<file path="config.mk">
export PLATFORM = sky130hd
export DESIGN_NAME = pgperm_guard
export DESIGN_NICKNAME = d
export VERILOG_FILES = /design/src/rtl/pgperm_pkg.sv /design/src/rtl/pgperm_rst_sync.sv /design/src/rtl/pgperm_class.sv /design/src/rtl/pgperm_decide.sv /design/src/rtl/pgperm_guard.sv
export SDC_FILE = /design/constraint.sdc
export NUM_CORES = 1
export LEC_CHECK = 0
export ABC_AREA = 1
export BUFFER_PORTS_ARGS = -buffer_cell sky130_fd_sc_hd__clkbuf_2
export CAP_MARGIN = 10
export CORE_AREA = 2 2 39 41
export CTS_CLUSTER_DIAMETER = 200
export DETAILED_ROUTE_END_ITERATION = 7
export DIE_AREA = 0 0 41 43
export GPL_TIMING_DRIVEN = 0
export PLACE_DENSITY = 0.54
export SYNTH_ARGS = -nofsm -noshare
export SYNTH_HDL_FRONTEND = slang
export SYNTH_SLANG_ARGS = --single-unit
</file>
<file path="constraint.sdc">
create_clock -name clk -period 0.8 [get_ports clk]
set_input_delay 0.08 -clock clk [delete_from_list [all_inputs] [get_ports clk]]
set_output_delay 0.08 -clock clk [all_outputs]
set_load 0.02 [all_outputs]
</file>
<file path="src/rtl/pgperm_pkg.sv">
package pgperm_pkg;
  localparam int KIND_W = 3;
  localparam logic [KIND_W-1:0] K_FETCH = 3'd0;
  localparam logic [KIND_W-1:0] K_LOAD  = 3'd1;
  localparam logic [KIND_W-1:0] K_LR    = 3'd2;
  localparam logic [KIND_W-1:0] K_STORE = 3'd3;
  localparam logic [KIND_W-1:0] K_SC    = 3'd4;
  localparam logic [KIND_W-1:0] K_AMO   = 3'd5;

  typedef enum logic [1:0] {NEED_X = 2'd0, NEED_R = 2'd1, NEED_W = 2'd2} need_e;

  typedef struct packed {
    logic rd;
    logic wr;
    logic ex;
    logic usr;
  } perm_t;
endpackage

</file>
<file path="src/rtl/pgperm_rst_sync.sv">
module pgperm_rst_sync #(
  parameter int STAGES = 2
) (
  input  logic clk,
  input  logic arst_n,
  output logic srst_n
);
  logic [STAGES-1:0] sh_q;
  logic [STAGES-1:0] sh_d;

  generate
    if (STAGES == 1) begin : g_one
      always_comb sh_d = 1'b1;
    end else begin : g_many
      always_comb sh_d = {sh_q[STAGES-2:0], 1'b1};
    end
  endgenerate

  always_ff @(posedge clk or negedge arst_n) begin
    if (!arst_n) sh_q <= '0;
    else         sh_q <= sh_d;
  end

  assign srst_n = sh_q[STAGES-1];
endmodule

</file>
<file path="src/rtl/pgperm_class.sv">
module pgperm_class
  import pgperm_pkg::*;
(
  input  logic [KIND_W-1:0] kind,
  output need_e             need
);
  always_comb begin
    unique case (kind)
      K_FETCH:      need = NEED_X;
      K_LOAD, K_LR: need = NEED_R;
      default:      need = NEED_W;  // store, SC, atomic and spare codes
    endcase
  end
endmodule

</file>
<file path="src/rtl/pgperm_decide.sv">
module pgperm_decide
  import pgperm_pkg::*;
(
  input  need_e need,
  input  perm_t perm,
  input  logic  smode,
  input  logic  sum,
  output logic  fault
);
  logic bits_ok;
  logic priv_ok;

  always_comb begin
    unique case (need)
      NEED_X:  bits_ok = perm.ex;
      NEED_R:  bits_ok = perm.rd;
      default: bits_ok = perm.wr;
    endcase
  end

  always_comb begin
    if (!smode)               priv_ok = perm.usr;
    else if (!perm.usr)       priv_ok = 1'b1;
    else if (need == NEED_X)  priv_ok = 1'b0;
    else                      priv_ok = sum;
  end

  assign fault = !(bits_ok && priv_ok);
endmodule

</file>
<file path="src/rtl/pgperm_guard.sv">
module pgperm_guard
  import pgperm_pkg::*;
#(
  parameter int              CAUSE_W     = 4,
  parameter int              RST_STAGES  = 2,
  parameter logic [CAUSE_W-1:0] CODE_FETCH = 4'd12,
  parameter logic [CAUSE_W-1:0] CODE_LOAD  = 4'd13,
  parameter logic [CAUSE_W-1:0] CODE_STORE = 4'd15
) (
  input  logic               clk,
  input  logic               rst_n,
  input  logic               req_valid,
  input  logic [2:0]         req_kind,
  input  logic               req_smode,
  input  logic               req_sum,
  input  logic               pte_r,
  input  logic               pte_w,
  input  logic               pte_x,
  input  logic               pte_u,
  output logic               rsp_valid,
  output logic               rsp_fault,
  output logic [CAUSE_W-1:0] rsp_cause
);
  logic  srst_n;
  need_e need;
  perm_t perm;
  logic  fault_c;

  logic               valid_d, fault_d;
  logic [CAUSE_W-1:0] cause_d;
  logic               valid_q, fault_q;
  logic [CAUSE_W-1:0] cause_q;

  pgperm_rst_sync #(.STAGES(RST_STAGES)) u_rst (
    .clk(clk), .arst_n(rst_n), .srst_n(srst_n)
  );

  pgperm_class u_cls (.kind(req_kind), .need(need));

  assign perm = '{rd: pte_r, wr: pte_w, ex: pte_x, usr: pte_u};

  pgperm_decide u_dec (
    .need(need), .perm(perm), .smode(req_smode), .sum(req_sum), .fault(fault_c)
  );

  // next state
  always_comb begin
    valid_d = req_valid;
    fault_d = req_valid && fault_c;
    cause_d = '0;
    if (fault_d) begin
      unique case (need)
        NEED_X:  cause_d = CODE_FETCH;
        NEED_R:  cause_d = CODE_LOAD;
        default: cause_d = CODE_STORE;
      endcase
    end
  end

  // registers; result fields load only while a request or response is live
  logic load_en;
  assign load_en = req_valid || valid_q;

  always_ff @(posedge clk or negedge srst_n) begin
    if (!srst_n) begin
      valid_q <= 1'b0;
      fault_q <= 1'b0;
      cause_q <= '0;
    end else begin
      valid_q <= valid_d;
      if (load_en) begin
        fault_q <= fault_d;
        cause_q <= cause_d;
      end
    end
  end

  assign rsp_valid = valid_q;
  assign rsp_fault = fault_q;
  assign rsp_cause = cause_q;
endmodule

</file>
==> impl_results.md <==
* Crit. End Element: output port
* GR peak layer: met2
* FF+latch count, synth at 6
* Minimum clock period at 0.987 ns
* Number of buffers created by CTS at 3
* Final Hold Fails at 0
* Io pins at 18
* H-tree levels at 1
* Clock power share at 31.4%
* Die X at 41 um
* Pin count of the biggest net entering global routing at 6
* Post-synthesis sequential area ratio at 50.2%
* Compound-gate portion of the synthesized area at 2.93%
* PwrDens at 1730 nW/um2
* Most numerous cell in the Yosys netlist: nand2_1
* Failing checks: negative setup slack
* Critical setup path kind: flop to output port
* Psw at 0.230 mW
* DIE AREA at 1760 um2
* Skew final at 0.00436 ns
* Synth top area share at 50.2%
* Main area contributors after synthesis: dfrtp_1, nand2_1, nand2_2
* Clock transition at path regs at 0.04 ns
* Residual DRC at 0
* Multi-input logic area at 121 um2
* Worst vdd ir at 1020 uV
* Crit start category: flop
* Syn. warnings at 0
* Highest Clock Rate at 1.01 GHz
* Max-slew violations at 0
* Comb pwr share at 28.0%
* Fin crit share at 123%
* Clk sink count at 6
* Clk Latency, worst-skew pair at 0.24 ns
* Diode count at 0
* Simple-gate area share of the yosys netlist at 35.6%
* DR WL/cell at 7.75 um
* M2 GR Usage at 11.6%
* Final core occ at 36.0%
* Critical path peak fanout at 4
* Synth cell count leaders: nand2_1, dfrtp_1, inv_1
* Layout area overhead at 66.5%
* Required time worst endpoint at 0.72 ns
* Height of the chip at 43 um
* Final setup fails at 6
* Synth Net Count at 49
* Fillers at 143
* Primary FF master, synth: dfrtp_1
* Root buffer cell: clkbuf_4
* Final WS setup at -0.187 ns
* CTS tree: built
* Leakage power at 0.283 nW
* Syn avg cell area at 8.08 um2
* Adder-cell share of the synthesized area at 0%
* Met3 Use GR at 5.76%
* Largest area contributor in the netlist: dfrtp_1
* RSZ-0062 raised after global routing: yes
* Min Hold Slack at 0.0168 ns
* Share of post-route cells with drive strength above 1 at 50.8%
* First-pass GRT wire length at 910 um
* Vias in the first global route at 268
* Gp weighted congestion at 0.687
* Switch share at 26.7%
* Library cells used by synthesis at 11
* Fin nets at 73
* Power share of the sequential group at 40.5%
* Seq. cell area at 150 um2
* Proportion of synthesized area in mux cells at 0%
* PortBufs at 17
* Async S/R FF share, synth at 100%
* Worst Path Arrival at 0.91 ns
* Initial antenna violation count at 0
* Met1 usage at 8.58%
* Syn Inst Count at 37
* Initial Util at 21.6%
* Xor/xnor share of the synthesized area at 0%
* Main combinational cell family by area after synthesis: simple AND/OR/NAND/NOR gates
* Mapped cell area at 299 um2
* First-pass detailed-route iteration total at 4
* Vias at 290
* Maximum buffer depth of the clock tree at 2
* Routed Wire Length at 581 um
* 1st-iter DRT viols at 10
* Max-cap violations at 0
* Core ar. at 1380 um2
* Number of synthesized flops with an enable pin at 0
* Row count at 14
* Final HPWL DP at 482 um
* Final ANT Viol Nets at 0
* Number of vias per cell at 3.87
* P_int at 0.630 mW
* Hold Path Class: input pin to flop
* Run status: finished, violations left
* Total GRT Usage at 7.79%
* Total grt overflow at 0
[cells in the final DEF, fill, tap and decap left out, drive strengths merged]
master	netlist	routed
nand2	15	15
dfrtp	6	6
nand3	4	4
conb	1	1
nor2	4	4
inv	4	4
buf	2	8
dlygate4sd3	0	1
a21oi	1	1
clkbuf	0	15
[logic make-up (layout without fill, tap and decap cells)]
family / after synthesis / in the layout
simple gates: 23 / 23
flops: 6 / 6
buf+inv: 6 / 28
other cells: 1 / 1
compound gates: 1 / 1
[routing by layer]
metal  vias to the layer above  share of wire, %
met5                         -                 0
met4                         0                 0
met3                         0               8.1
met2                        10                50
met1                       126                42
li1                        154                 -
[critical path: stages (launching register included)]
cell and delay (ns):
dfrtp_1 0.41, buf_6 0.14, buf_8 0.11
[final timing paths]
check	startpoint	endpoint	slack (ns)	cells past startpoint
max	rsp_cause[2]$_DFFE_PN0P_	rsp_cause[2]	-0.19	2
max in group asynchronous	rst_n	u_rst.sh_q[0]$_DFF_PN0_	0.53	2
min in group asynchronous	u_rst.sh_q[1]$_DFF_PN0_	rsp_cause[2]$_DFFE_PN0P_	0.05	0
min	req_valid	rsp_valid$_DFF_PN0_	0.02	1
max reg2reg	rsp_cause[0]$_DFFE_PN0P_	rsp_cause[0]$_DFFE_PN0P_	0.09	3
min reg2reg	u_rst.sh_q[1]$_DFF_PN0_	rsp_cause[2]$_DFFE_PN0P_	0.05	0
[area by class of cell]
cell class	count	share of cell area, %
plain buffers	2	4.52
clock buffers	3	4.52
inverters	4	3.02
multi-input cells	25	24.4
flip-flops and latches	6	30.2
well taps	16	4.02
repair buffers	19	29.4
[metrics by stage]
stage	setup TNS [ns]	setup slack, ns	std cells	area [um2]	power, mW
after floorplan	0	0.0236	37	299	0.456
after global routing	-0.799	-0.221	75	498	0.921
after global placement	-0.0112	-0.00838	70	404	0.525
after detailed placement	-0.0401	-0.0250	70	404	0.527
after CTS	-0.661	-0.204	75	473	0.847
final	-0.612	-0.187	75	498	0.860
[power by group through the flow]
| stage | Clock, mW | Combinational, mW | Sequential [mW] |
|---|---|---|---|
| CTS | 0.282 | 0.219 | 0.345 |
| detailed placement | 0 | 0.178 | 0.350 |
| finish | 0.270 | 0.241 | 0.349 |
| floorplan | 0 | 0.0843 | 0.371 |
| global placement | 0 | 0.175 | 0.350 |
| global route | 0.308 | 0.262 | 0.352 |
[flip-flops by register name (all words and copies together), names as in the netlist]
name,flops
rsp_valid,1
rsp_cause,3
u_rst.sh_q,2
[what timing repair did]
item	in CTS	in global routing
hold buffers	1	0
endpoints found under the hold margin	2	0
buffers inserted	1	0
pin swaps	0	0
gates resized for setup	7	12
endpoints found under the setup margin	6	9
(Power assumes the default switching activity.)
